$ cat config.mk
export PLATFORM = sky130hd
export DESIGN_NAME = dual_pattern_recognizer
export DESIGN_NICKNAME = d
export VERILOG_FILES = /design/src/rtl/dpr_pkg.sv /design/src/rtl/dpr_next_state.sv /design/src/rtl/dpr_out_decode.sv /design/src/rtl/dual_pattern_recognizer.sv
export SDC_FILE = /design/constraint.sdc
export NUM_CORES = 1
export LEC_CHECK = 0
export BUFFER_PORTS_ARGS = -buffer_cell sky130_fd_sc_hd__buf_2
export CAP_MARGIN = 20
export CORE_AREA = 2 2 39 41
export DETAILED_ROUTE_END_ITERATION = 16
export DIE_AREA = 0 0 41 43
export PLACE_DENSITY = 0.31
export RECOVER_POWER = 100
export REMOVE_ABC_BUFFERS = 1
export SYNTH_ARGS = -nofsm -noshare
export SYNTH_HDL_FRONTEND = slang
export SYNTH_SLANG_ARGS = --single-unit
$ cat constraint.sdc
create_clock -name clk -period 1.1 [get_ports clk]
set_input_delay 0.275 -clock clk [delete_from_list [all_inputs] [get_ports clk]]
set_output_delay 0.275 -clock clk [all_outputs]
set_load 0.05 [all_outputs]
$ cat src/rtl/dpr_pkg.sv
package dpr_pkg;

    localparam int STATE_W = 3;

    typedef enum logic [STATE_W-1:0] {
        ST_IDLE    = 3'b000,
        ST_ONE     = 3'b001,
        ST_ONE_ONE = 3'b010,
        ST_P110    = 3'b011,
        ST_HIT_A   = 3'b100,
        ST_P111    = 3'b101,
        ST_HIT_B   = 3'b110
    } state_t;

endpackage

$ cat src/rtl/dpr_next_state.sv
module dpr_next_state
    import dpr_pkg::*;
(
    input  state_t cur_i,
    input  logic   bit_i,
    output state_t nxt_o
);

    always_comb begin
        unique case (cur_i)
            ST_IDLE:    nxt_o = bit_i ? ST_ONE     : ST_IDLE;
            ST_ONE:     nxt_o = bit_i ? ST_ONE_ONE : ST_IDLE;
            ST_ONE_ONE: nxt_o = bit_i ? ST_P111    : ST_P110;
            ST_P110:    nxt_o = bit_i ? ST_HIT_A   : ST_IDLE;
            ST_HIT_A:   nxt_o = bit_i ? ST_ONE_ONE : ST_IDLE;
            ST_P111:    nxt_o = bit_i ? ST_P111    : ST_HIT_B;
            ST_HIT_B:   nxt_o = bit_i ? ST_HIT_A   : ST_IDLE;
            // unused code 111 falls back to the empty state
            default:    nxt_o = ST_IDLE;
        endcase
    end

endmodule

$ cat src/rtl/dpr_out_decode.sv
module dpr_out_decode
    import dpr_pkg::*;
(
    input  state_t cur_i,
    output logic   hit_o
);

    always_comb begin
        unique case (cur_i)
            ST_HIT_A, ST_HIT_B: hit_o = 1'b1;
            default:            hit_o = 1'b0;
        endcase
    end

endmodule

$ cat src/rtl/dual_pattern_recognizer.sv
module dual_pattern_recognizer
    import dpr_pkg::*;
(
    input  logic clk,
    input  logic rst,
    input  logic din,
    output logic match_o
);

    state_t state_q;
    state_t state_d;

    dpr_next_state u_next (
        .cur_i (state_q),
        .bit_i (din),
        .nxt_o (state_d)
    );

    always_ff @(posedge clk) begin
        if (rst) begin
            state_q <= ST_IDLE;
        end else begin
            state_q <= state_d;
        end
    end

    dpr_out_decode u_out (
        .cur_i (state_q),
        .hit_o (match_o)
    );


    reset_idle_chk: assert property (@(posedge clk)
        rst |=> (state_q == ST_IDLE) && !match_o);


    hit_1101_chk: assert property (@(posedge clk) disable iff (rst)
        (state_q == ST_P110 && din) |=> match_o);


    hit_1110_chk: assert property (@(posedge clk) disable iff (rst)
        (state_q == ST_P111 && !din) |=> match_o);


    overlap_chk: assert property (@(posedge clk) disable iff (rst)
        (state_q == ST_HIT_B && din) |=> (match_o && state_q == ST_HIT_A));


    reenter_chk: assert property (@(posedge clk) disable iff (rst)
        (state_q == ST_HIT_A && din) |=> (state_q == ST_ONE_ONE));


    no_double_a_chk: assert property (@(posedge clk) disable iff (rst)
        (state_q == ST_HIT_A) |=> !match_o);


    bad_code_chk: assert property (@(posedge clk) disable iff (rst)
        (state_q == 3'b111) |=> (state_q == ST_IDLE));

endmodule

* Word level (Yosys, flattened, before mapping)
Cells that the tools add are included.
Word-level totals: register bits after elaboration 3, word-level logic and storage cells 18, output and inout port bits 1
Cells by class: muxes and demuxes 7, reductions and logical operators 4, equality and inequality tests 6
Operators by type and width (number):
- 3-bit case mux with 5 select lines | 1
- 3-bit == test (second input constant) | 3
- 3-bit by 2-bit == test with 1-bit output (second input constant) | 2
- 3-bit 2-to-1 mux | 2
- 2-bit OR reduction | 3
- 2-bit 2-to-1 mux | 2
- 3-bit by 1-bit == test with 1-bit output (second input constant) | 1
- 3-bit logical NOT | 1
- 1-bit 2-to-1 mux | 2

* Logic depth before layout (Yosys ltp)
Gate-level depths: netlist of the first run.
word-level depth 3, gate-level depth with buffers 3, depth with buffers taken out 3

* Cells and area by module
A second synthesis of the first run with hierarchy kept.
Second synthesis, totals: cells, all modules 18, area total of the unflattened synthesis 162.7 um^2
Modules (own cells, without submodules):
- dual_pattern_recognizer | cells an instance 6, area an instance 78.8 um^2, times used 1, sequential area each 60.1 um^2
- dpr_next_state | cells an instance 11, area an instance 70.1 um^2, times used 1, sequential area each 0.0 um^2
- dpr_out_decode | cells an instance 1, area an instance 13.8 um^2, times used 1, sequential area each 0.0 um^2

* Worst setup path before layout of the first run
Ideal clock, no wire load.
path kind register to output, start point register state_q[0], end point output port match_o, data arrival time 0.732 ns, setup slack 0.093 ns, stages on the path, launching flop included 2, required time 0.825 ns, cells stage by stage dfxtp_1 -> and2b_2
Between the ends: longest elaborated chain between the ends 3
Ends and longest elaborated chain:
- from (decl) | RTL line dual_pattern_recognizer.sv:10 | state_t state_q;
- from (signal assigned) | RTL line dual_pattern_recognizer.sv:23 | state_q <= state_d;
- 3-bit == test | RTL line dpr_out_decode.sv:9 | unique case (cur_i)
- 2-bit OR reduction * | RTL line dpr_out_decode.sv:9
- 1-bit 2-to-1 mux * | RTL line dpr_out_decode.sv:9
- to (decl) | RTL line dual_pattern_recognizer.sv:7 | output logic match_o
Every way passes the cells marked *; elsewhere a longest branch is shown, timed or not.

* Worst setup path in the final report of the first run
Ends and elaborated chain as after synthesis.

==> tab_implementation.tex, run 1 <==
\begin{tabular}{lr}
\hline
Metric & Value \\
\hline
\multicolumn{2}{l}{\textbf{Run status}} \\
\quad Status & complete, but fails checks \\
\quad Failing checks & setup timing \\
\multicolumn{2}{l}{\textbf{Routing}} \\
\quad Sum of routed wire length over all layers & 337 um \\
\quad Initial detailed-routing violation count & 6 \\
\quad Total number of vias & 168 \\
\quad Per-cell routed wire length & 7.84 um \\
\quad Number of optimization iterations in the first detailed-route pass & 4 \\
\quad Remaining routing DRC violations & 0 \\
\quad Via-per-instance ratio & 3.91 \\
\quad Final ANT Viol Nets & 0 \\
\multicolumn{2}{l}{\textbf{Global routing}} \\
\quad Remaining global-route overflow & 0 \\
\quad Vias in the first global route & 158 \\
\quad Overall fraction of global-route tracks in use & 5.42\% \\
\quad Largest net degree at the start of global routing & 8 \\
\quad Antenna violations before repair & 0 \\
\quad Wire length of the first global-routing pass & 593 um \\
\multicolumn{2}{l}{\textbf{STA}} \\
\quad Min setup slack post-route & -0.0912 ns \\
\quad Final Slew Violations & 0 \\
\quad Pin slew with the least headroom to its limit & 0.239 ns \\
\quad Worst setup skew after layout & 0.00926 ns \\
\quad Relative max-transition margin & 83.9\% \\
\quad Minimum clock period & 1.19 ns \\
\quad Fmax & 0.839 GHz \\
\quad Setup repair after global routing missed its margin & yes \\
\quad Final hold violation count & 0 \\
\quad Count of final setup violators & 1 \\
\quad Share of the cycle needed by the critical path after routing & 108\% \\
\quad Sum of negative setup slack & -0.0912 ns \\
\multicolumn{2}{l}{\textbf{Finish}} \\
\quad Number of flip-flops in the largest register & 3 \\
\quad Top flop regs & state\_q: 3 flops \\
\quad Area delta synth->final & 57.9\% \\
\quad Final core area utilization & 17.3\% \\
\quad Register with the highest flop count & state\_q \\
\quad Fraction of final layout cells sized beyond drive strength 1 & 37.0\% \\
\quad Fillers & 157 \\
\quad Number of nets in the final layout & 31 \\
\quad Number of antenna diodes & 0 \\
\multicolumn{2}{l}{\textbf{Setup path}} \\
\quad Nature of the critical path startpoint & register \\
\quad Worst-path maximum fanout & 2 \\
\quad Worst Setup Path Type & reg2out \\
\quad Critical-path cell with the highest stage delay & dfxtp\_2 \\
\quad Crit path DAT & 0.92 ns \\
\quad Req. time, crit path & 0.82 ns \\
\quad Peak per-stage delay on the critical path & 0.31 ns \\
\quad WP buf/inv & 1 \\
\quad Ordered list of cells on the worst path & and2b\_2 > buf\_8 \\
\quad Critical Path Sink Type & output pin \\
\quad Largest delay share family, worst path & flip-flops \\
\multicolumn{2}{l}{\textbf{Synth}} \\
\quad Instance count of the mapped netlist & 18 \\
\quad Async set-reset flop share out of synthesis & 0\% \\
\quad Synthesized area per cell & 8.41 sq um \\
\quad Number of distinct library cells after synthesis & 13 \\
\quad Number of flops mapped to enable cells by yosys & 0 \\
\quad Synthesized flop and latch total & 3 \\
\quad Synthesized area & 151 sq um \\
\quad Leading cell types by count after synthesis & a21oi\_1, dfxtp\_1, nor2\_1 \\
\quad Area fraction of the dominant cell type after synthesis & 39.7\% \\
\quad Sequential element share of the synthesized area & 39.7\% \\
\quad Ranking of synthesized cells by area & dfxtp\_1, a21oi\_1, and2b\_2 \\
\quad Most area-hungry cell type in the Yosys netlist & dfxtp\_1 \\
\quad Number of warning messages in the yosys log & 0 \\
\quad Dominant register cell in the synthesized netlist & dfxtp\_1 \\
\multicolumn{2}{l}{\textbf{Clocking}} \\
\quad Setup fix buffers added after clock tree synthesis & 0 \\
\quad Clock transition at the registers of the reported paths & 0.04 ns \\
\quad Num CTS Buffers & 3 \\
\quad Worst skew pair latency & 0.24 ns \\
\quad TritonCTS clock tree & done \\
\quad CTS Sinks & 3 \\
\quad Root buf cell & clkbuf\_4 \\
\quad Count of H-tree levels built during CTS & 1 \\
\quad Maximum count of clock buffers along a single path & 2 \\
\multicolumn{2}{l}{\textbf{Floorplanning}} \\
\quad Initial core utilization & 10.9\% \\
\quad Total number of placement rows & 14 \\
\quad Die Span X & 41 um \\
\quad Die Outline Area & 1760 sq um \\
\quad DIE HEIGHT & 43 um \\
\quad Core Area & 1380 sq um \\
\quad I/O pin total & 4 \\
\multicolumn{2}{l}{\textbf{Power}} \\
\quad Post-route total power & 0.000349 W \\
\quad Areal power density over the cells & 1460 nW/um\^{}2 \\
\quad Max IR drop VDD & 357 uV \\
\quad Leakage & 0.0895 nW \\
\multicolumn{2}{l}{\textbf{Placed design}} \\
\quad Port-buffer cells & 3 \\
\quad Placer congestion estimate & 0.654 \\
\quad Post-DP HPWL & 246 um \\
\multicolumn{2}{l}{\textbf{Run}} \\
\quad \# Max-Cap Violations & 0 \\
\multicolumn{2}{l}{\textbf{Hold path}} \\
\quad Worst hold path class & in2reg \\
\hline
\end{tabular}
[metrics by stage]
| stage | instances | worst slack, ns | hold slack [ns] | instance area, sq um |
|---|---|---|---|---|
| final | 43 | -0.0912 | 0.222 | 239 |
| after CTS | 43 | -0.103 | 0.215 | 239 |
| after detailed placement | 39 | 0.0875 | 0.471 | 201 |
| after floorplan | 18 | 0.0931 | 0.344 | 151 |
| after global routing | 43 | -0.124 | 0.222 | 239 |
| after global placement | 39 | 0.0780 | 0.476 | 201 |
[report_power, final]
group / switching [W] / internal [W]
registers: 0.00000373 / 0.000115
clock network: 0.0000597 / 0.000136
logic: 0.0000174 / 0.0000168
total: 0.0000808 / 0.000268
[layout by cell type (no fill, tap or decap)]
cell type / n
clkbuf_4: 3
clkbuf_1: 1
buf_2: 2
buf_4: 2
buf_8: 1
nand3b_1: 1
nor2_1: 2
a31oi_1: 1
dfxtp_2: 1
and2b_2: 1
a21oi_1: 3
nand4b_1: 1
or2_0: 1
nand2_1: 1
nand3_1: 1
dfxtp_1: 2
o21ai_0: 1
xor2_1: 1
nor4b_1: 1
[kinds of logic (layout without fill, tap and decap cells)]
kind of cell           count (synthesis)  count (layout)  synth area share, %
XOR/XNOR                               1               1                 5.79
buffers and inverters                  0               9                    0
flip-flops                             3               3                 39.7
AO/OA/AOI/OAI                          5               5                 17.4
AND/OR/NAND/NOR                        9               9                 37.2
[routing by layer]
metal | vias up | GRT usage (%) | share of wire, %
met5 | - | 0 | 0
li1 | 86 | - | -
met2 | 4 | 5.31 | 40
met4 | 0 | 2.00 | 0
met1 | 78 | 6.73 | 50
met3 | 0 | 6.81 | 9.8
[worst paths after layout]
kind              start          to  slack (ns)  cells after the start
max          state_q[0]     match_o       -0.09                      2
min                 rst  state_q[0]        0.22                      2
max reg2reg  state_q[2]  state_q[1]        0.09                      4
min reg2reg  state_q[1]  state_q[2]        0.54                      2
[worst register-to-register path, stage by stage, from the launching register on]
cell     delay [ns]
dfxtp_1        0.30
buf_4          0.15
nor4b_1        0.28
a31oi_1        0.07
a21oi_1        0.15
[cell type report]
type                    instances  area, sq um  area share (%)
well taps                      16         20.0            8.38
repair buffers                  5         40.0            16.8
clock buffers                   4         26.3            11.0
flip-flops and latches          3         61.3            25.7
multi-input cells              15         91.3            38.2
[timing repair]
action / 4_1_cts / 5_1_grt
resized for setup: 4 / 0
hold buffers: 0 / 0
endpoints found under the setup margin: 1 / 1
(Power assumes the default switching activity.)
==> inputs of run 2 (changes only) <==
==> constraint.sdc (replaced) <==
create_clock -name clk -period 1.4 [get_ports clk]
set_input_delay 0.35 -clock clk [delete_from_list [all_inputs] [get_ports clk]]
set_output_delay 0.35 -clock clk [all_outputs]
set_load 0.05 [all_outputs]
==> tab_implementation.tex, run 2 (synthesized netlist as in run 1, its figures left out) <==
\begin{tabular}{lr}
\hline
Metric & Value \\
\hline
\multicolumn{2}{l}{\textbf{Run status}} \\
\quad Status & finished clean \\
\multicolumn{2}{l}{\textbf{Setup path}} \\
\quad Nature of the critical path startpoint & register \\
\quad Critical Path Sink Type & output pin \\
\quad Peak per-stage delay on the critical path & 0.37 ns \\
\quad Worst-case register-to-register setup slack & 0.45 ns \\
\quad R2r startpoint & state\_q[1] \\
\quad Worst Setup Path Type & reg2out \\
\quad R2R cell count & 3 \\
\quad Crit path DAT & 0.99 ns \\
\quad Ordered list of cells on the worst path & and2b\_2 > buf\_4 \\
\quad Worst-path maximum fanout & 7 \\
\quad Req. time, crit path & 1.05 ns \\
\quad End of the worst register-to-register path & state\_q[1] \\
\quad Critical-path cell with the highest stage delay & dfxtp\_4 \\
\multicolumn{2}{l}{\textbf{Clocking}} \\
\quad CTS Sinks & 3 \\
\quad Clock transition at the registers of the reported paths & 0.03 ns \\
\quad Root buf cell & clkbuf\_4 \\
\quad Num CTS Buffers & 3 \\
\quad Number of hold-repair buffers added at the cts stage & 0 \\
\quad TritonCTS clock tree & done \\
\quad Maximum count of clock buffers along a single path & 2 \\
\quad Worst skew pair latency & 0.23 ns \\
\quad Count of H-tree levels built during CTS & 1 \\
\multicolumn{2}{l}{\textbf{Routing}} \\
\quad DR WL met3 & 28 um \\
\quad Total number of vias & 148 \\
\quad Number of optimization iterations in the first detailed-route pass & 4 \\
\quad Initial detailed-routing violation count & 3 \\
\quad Final ANT Viol Nets & 0 \\
\quad Sum of routed wire length over all layers & 309 um \\
\quad Via-per-instance ratio & 3.61 \\
\quad Routed wire length on met2 & 95 um \\
\quad Top Metal Used & met3 \\
\quad Remaining routing DRC violations & 0 \\
\quad Post-route met1 wirelength & 186 um \\
\quad Per-cell routed wire length & 7.54 um \\
\multicolumn{2}{l}{\textbf{Floorplanning}} \\
\quad Core Area & 1380 sq um \\
\quad Total number of placement rows & 14 \\
\quad DIE HEIGHT & 43 um \\
\quad Die Span X & 41 um \\
\quad I/O pin total & 4 \\
\quad Initial core utilization & 10.9\% \\
\quad Die Outline Area & 1760 sq um \\
\multicolumn{2}{l}{\textbf{STA}} \\
\quad Relative max-transition margin & 82.8\% \\
\quad Worst setup skew after layout & 0.00178 ns \\
\quad Fmax & 0.747 GHz \\
\quad Min setup slack post-route & 0.0621 ns \\
\quad Sum of negative setup slack & 0 ns \\
\quad Final hold violation count & 0 \\
\quad Count of final setup violators & 0 \\
\quad Setup repair after global routing missed its margin & no \\
\quad Final Slew Violations & 0 \\
\quad Pin slew with the least headroom to its limit & 0.254 ns \\
\quad Share of the cycle needed by the critical path after routing & 95.6\% \\
\quad Minimum clock period & 1.34 ns \\
\multicolumn{2}{l}{\textbf{Global routing}} \\
\quad Vias in the first global route & 115 \\
\quad Wire length of the first global-routing pass & 483 um \\
\quad Remaining global-route overflow & 0 \\
\quad Largest net degree at the start of global routing & 8 \\
\quad Overall fraction of global-route tracks in use & 4.51\% \\
\quad Antenna violations before repair & 0 \\
\multicolumn{2}{l}{\textbf{Finish}} \\
\quad Top flop regs & state\_q: 3 flops \\
\quad Register with the highest flop count & state\_q \\
\quad Area delta synth->final & 45.5\% \\
\quad Most frequent cells in the layout & a21oi\_1, clkbuf\_4, nor2\_1, buf\_2 \\
\quad Fraction of final layout cells sized beyond drive strength 1 & 36.0\% \\
\quad Number of nets in the final layout & 29 \\
\quad Number of antenna diodes & 0 \\
\quad Final cell area excluding filler cells & 220 sq um \\
\quad Number of flip-flops in the largest register & 3 \\
\multicolumn{2}{l}{\textbf{Placed design}} \\
\quad Setup slack after placement & 0.191 ns \\
\quad DP Area & 186 sq um \\
\quad Port-buffer cells & 3 \\
\quad Placer congestion estimate & 0.663 \\
\quad Post-DP HPWL & 215 um \\
\multicolumn{2}{l}{\textbf{Power}} \\
\quad Areal power density over the cells & 1190 nW/um\^{}2 \\
\quad Post-route total power & 0.000262 W \\
\quad Max IR drop VDD & 358 uV \\
\quad Leakage & 0.0780 nW \\
\multicolumn{2}{l}{\textbf{Run}} \\
\quad \# Max-Cap Violations & 0 \\
\multicolumn{2}{l}{\textbf{Hold path}} \\
\quad Worst hold path class & in2reg \\
\quad Hold Path End & state\_q[2] \\
\quad Worst hold path cell count & 2 \\
\quad Startpoint of the most critical hold path & rst \\
\hline
\end{tabular}
## run 2: cell count changes in the layout (fill, tap and decap cells not counted), sizes merged
cell,previous run,this run
buf,5,3
## run 2: worst max-delay path by stage
stage | from | end | slack (ns)
after floorplan | state_q[0] | match_o | 0.32
after global placement | state_q[0] | match_o | 0.21
after detailed placement | state_q[0] | match_o | 0.19
after CTS | state_q[0] | match_o | 0.03
after global routing | state_q[0] | match_o | 0.01
final | state_q[0] | match_o | 0.06
## run 2: metrics by stage
stage | hold WS (ns) | std cells | utilization (%)
2_1_floorplan | 0.419 | 18 | -
3_3_place_gp | 0.508 | 37 | 13.5
3_5_place_dp | 0.521 | 37 | 13.5
4_1_cts | 0.303 | 41 | 15.6
5_1_grt | 0.303 | 41 | 15.9
6_report | 0.311 | 41 | 15.9
## run 2: metal layers
layer	up-vias	GRT usage, %
met5	-	0
met4	0	4.00
met3	0	4.71
met2	4	3.44
met1	62	6.09
li1	82	-
## run 2: critical path, delay by kind of cell, from the launching register on
family | cells | cell delay, ns
AND/OR/NAND/NOR | 1 | 0.21
flip-flops | 1 | 0.37
buffers and inverters | 1 | 0.18
## run 2: what timing repair did
item                       4_1_cts  5_1_grt
pin swaps                        0        0
gates resized for setup          2        2
buffers inserted                 0        0
setup endpoints to repair        1        1
## run 2: layout make-up
class                   count  area, sq um
multi-input cells          15         91.3
flip-flops and latches      3         65.1
fillers                   162         1160
well taps                  16         20.0
repair buffers              3         17.5
clock buffers               4         26.3
## run 2: where the power goes
part / leakage (nW) / internal [W] / switching [W]
combinational: 0.0374 / 0.00000944 / 0.00000968
clock: 0.0150 / 0.000106 / 0.0000402
sequential: 0.0256 / 0.0000898 / 0.00000641
==> inputs of run 3 (changes only) <==
--- a/config.mk
+++ b/config.mk
@@ -5,12 +5,13 @@
 export SDC_FILE = /design/constraint.sdc
 export NUM_CORES = 1
 export LEC_CHECK = 0
+export ABC_AREA = 1
 export BUFFER_PORTS_ARGS = -buffer_cell sky130_fd_sc_hd__buf_2
 export CAP_MARGIN = 20
 export CORE_AREA = 2 2 39 41
 export DETAILED_ROUTE_END_ITERATION = 16
 export DIE_AREA = 0 0 41 43
-export PLACE_DENSITY = 0.31
+export PLACE_DENSITY = 0.32
 export RECOVER_POWER = 100
 export REMOVE_ABC_BUFFERS = 1
 export SYNTH_ARGS = -nofsm -noshare
==> tab_implementation.tex, run 3 <==
\begin{tabular}{lr}
\hline
Metric & Value \\
\hline
\multicolumn{2}{l}{\textbf{Floorplanning}} \\
\quad Die Span X & 41 um \\
\quad Initial core utilization & 11.8\% \\
\quad I/O pin total & 4 \\
\quad Die Outline Area & 1760 sq um \\
\quad Total number of placement rows & 14 \\
\quad Core Area & 1380 sq um \\
\quad DIE HEIGHT & 43 um \\
\multicolumn{2}{l}{\textbf{Routing}} \\
\quad Number of optimization iterations in the first detailed-route pass & 1 \\
\quad Per-cell routed wire length & 5.88 um \\
\quad Sum of routed wire length over all layers & 288 um \\
\quad Remaining routing DRC violations & 0 \\
\quad Final ANT Viol Nets & 0 \\
\quad Initial detailed-routing violation count & 0 \\
\quad Total number of vias & 161 \\
\quad Via-per-instance ratio & 3.29 \\
\multicolumn{2}{l}{\textbf{Global routing}} \\
\quad Grt met2 use & 5.94\% \\
\quad Antenna violations before repair & 0 \\
\quad Overall fraction of global-route tracks in use & 5.02\% \\
\quad Met3 demand-to-capacity share in global routing & 4.71\% \\
\quad Busiest grt layer & met4 \\
\quad Wire length of the first global-routing pass & 517 um \\
\quad Remaining global-route overflow & 0 \\
\quad Largest net degree at the start of global routing & 6 \\
\quad Vias in the first global route & 158 \\
\quad GR Util met1 & 4.17\% \\
\multicolumn{2}{l}{\textbf{STA}} \\
\quad Final Slew Violations & 0 \\
\quad Relative max-transition margin & 88.0\% \\
\quad Share of the cycle needed by the critical path after routing & 93.7\% \\
\quad Sum of negative setup slack & 0 ns \\
\quad Final hold violation count & 0 \\
\quad Minimum clock period & 1.31 ns \\
\quad Setup repair after global routing missed its margin & no \\
\quad Pin slew with the least headroom to its limit & 0.180 ns \\
\quad Hold Slack & 0.402 ns \\
\quad Worst setup skew after layout & 0.00109 ns \\
\quad Count of final setup violators & 0 \\
\quad Fmax & 0.762 GHz \\
\multicolumn{2}{l}{\textbf{Synth}} \\
\quad Cell with the most instances after synthesis & nand2\_1 \\
\quad Area fraction of the dominant cell type after synthesis & 36.6\% \\
\quad Number of warning messages in the yosys log & 0 \\
\quad Dominant register cell in the synthesized netlist & dfxtp\_1 \\
\quad Sequential element share of the synthesized area & 36.6\% \\
\quad Number of distinct library cells after synthesis & 10 \\
\quad Instance count of the mapped netlist & 26 \\
\quad Synthesized area per cell & 6.30 sq um \\
\quad Number of flops mapped to enable cells by yosys & 0 \\
\quad Ranking of synthesized cells by area & dfxtp\_1, nand2\_1, a21oi\_1 \\
\quad Async set-reset flop share out of synthesis & 0\% \\
\quad Most area-hungry cell type in the Yosys netlist & dfxtp\_1 \\
\quad Leading cell types by count after synthesis & nand2\_1, a21oi\_1, dfxtp\_1, inv\_1, nor2\_1 \\
\quad Synthesized flop and latch total & 3 \\
\quad Synthesized area & 164 sq um \\
\multicolumn{2}{l}{\textbf{Hold path}} \\
\quad Startpoint of the most critical hold path & din \\
\quad Worst hold path cell count & 3 \\
\quad Worst hold path class & in2reg \\
\quad Hold Path End & state\_q[2] \\
\multicolumn{2}{l}{\textbf{Placed design}} \\
\quad Placer congestion estimate & 0.540 \\
\quad Placed Cells & 45 \\
\quad Post-DP HPWL & 244 um \\
\quad Port-buffer cells & 3 \\
\multicolumn{2}{l}{\textbf{Clocking}} \\
\quad Num CTS Buffers & 3 \\
\quad Root buf cell & clkbuf\_4 \\
\quad Resized Gates After CTS & 0 \\
\quad Setup fix buffers added after clock tree synthesis & 0 \\
\quad CTS Sinks & 3 \\
\quad Clock transition at the registers of the reported paths & 0.04 ns \\
\quad Number of hold-repair buffers added at the cts stage & 0 \\
\quad Maximum count of clock buffers along a single path & 2 \\
\quad Count of H-tree levels built during CTS & 1 \\
\quad Worst skew pair latency & 0.23 ns \\
\quad TritonCTS clock tree & done \\
\multicolumn{2}{l}{\textbf{Finish}} \\
\quad Post-Layout Cell Count & 49 \\
\quad Fraction of final layout cells sized beyond drive strength 1 & 33.3\% \\
\quad Number of nets in the final layout & 37 \\
\quad Most common library cell in the layout ignoring fill and taps & nand2\_1 \\
\quad Fillers & 165 \\
\quad Top flop regs & state\_q: 3 flops \\
\quad Area delta synth->final & 38.9\% \\
\quad Most frequent cells in the layout & nand2\_1, clkbuf\_4 \\
\quad Register with the highest flop count & state\_q \\
\quad Final core area utilization & 16.5\% \\
\quad Number of antenna diodes & 0 \\
\quad Number of flip-flops in the largest register & 3 \\
\quad Multi-input gate area in the final layout & 81.3 sq um \\
\quad Register Area & 60.1 sq um \\
\multicolumn{2}{l}{\textbf{Setup path}} \\
\quad Worst Setup Path Type & reg2out \\
\quad Ordered list of cells on the worst path & inv\_1 > nor2\_1 > clkbuf\_4 \\
\quad Worst-case register-to-register setup slack & 0.54 ns \\
\quad Req. time, crit path & 1.05 ns \\
\quad Critical Path Sink Type & output pin \\
\quad Crit path DAT & 0.96 ns \\
\quad R2R cell count & 5 \\
\quad Nature of the critical path startpoint & register \\
\quad Peak per-stage delay on the critical path & 0.35 ns \\
\quad Worst-path maximum fanout & 4 \\
\quad Critical-path cell with the highest stage delay & dfxtp\_1 \\
\quad R2r startpoint & state\_q[0] \\
\quad End of the worst register-to-register path & state\_q[1] \\
\multicolumn{2}{l}{\textbf{Power}} \\
\quad Max IR drop VDD & 267 uV \\
\quad Areal power density over the cells & 1260 nW/um\^{}2 \\
\quad Leakage & 0.110 nW \\
\multicolumn{2}{l}{\textbf{Run status}} \\
\quad Status & finished clean \\
\multicolumn{2}{l}{\textbf{Run}} \\
\quad \# Max-Cap Violations & 0 \\
\hline
\end{tabular}
-- run 3: worst max-delay path by stage --
stage / from / endpoint / slack, ns / cells past startpoint
after global routing: state_q[2] / match_o / 0.02 / 3
after global placement: state_q[2] / match_o / 0.30 / 3
after floorplan: state_q[2] / match_o / -0.002 / 2
after CTS: state_q[2] / match_o / 0.05 / 3
after detailed placement: state_q[2] / match_o / 0.30 / 3
final: state_q[2] / match_o / 0.09 / 3
-- run 3: logic make-up after synthesis --
family | synth area share (%)
simple gates | 40.5
buf+inv | 13.7
flops | 36.6
compound gates | 9.16
-- run 3: cell type report --
| cell class | count | area share, % |
|---|---|---|
| Clock buffer | 4 | 11.5 |
| Inverter | 6 | 9.89 |
| Multi-Input combinational cell | 17 | 35.7 |
| Sequential cell | 3 | 26.4 |
| Tap cell | 16 | 8.79 |
| Timing Repair Buffer | 3 | 7.69 |
-- run 3: critical path, delay by kind of cell, from the launching register on --
kind / cells / cell delay, ns
DFF: 1 / 0.35
buffers and inverters: 2 / 0.30
and+or+nand+nor: 1 / 0.08
-- run 3: layer usage --
| layer | part of all wire (%) | vias to the layer above | routed length, um |
|---|---|---|---|
| met5 | 0 | - | 0 |
| met4 | 0 | 0 | 0 |
| met3 | 10 | 0 | 30 |
| met2 | 46 | 3 | 132 |
| met1 | 43 | 67 | 124 |
| li1 | - | 91 | - |
-- run 3: report_power, final --
part	switching, W	internal (W)
logic	0.0000233	0.0000153
registers	0.00000745	0.0000926
clock network	0.0000408	0.000107
-- run 3: through the flow --
step	setup slack, ns	power, W	area (sq um)
2_1_floorplan	-0.00177	0.000131	164
3_3_place_gp	0.297	0.000142	199
3_5_place_dp	0.301	0.000140	199
4_1_cts	0.0480	0.000297	225
5_1_grt	0.0164	0.000309	228
6_report	0.0877	0.000286	228
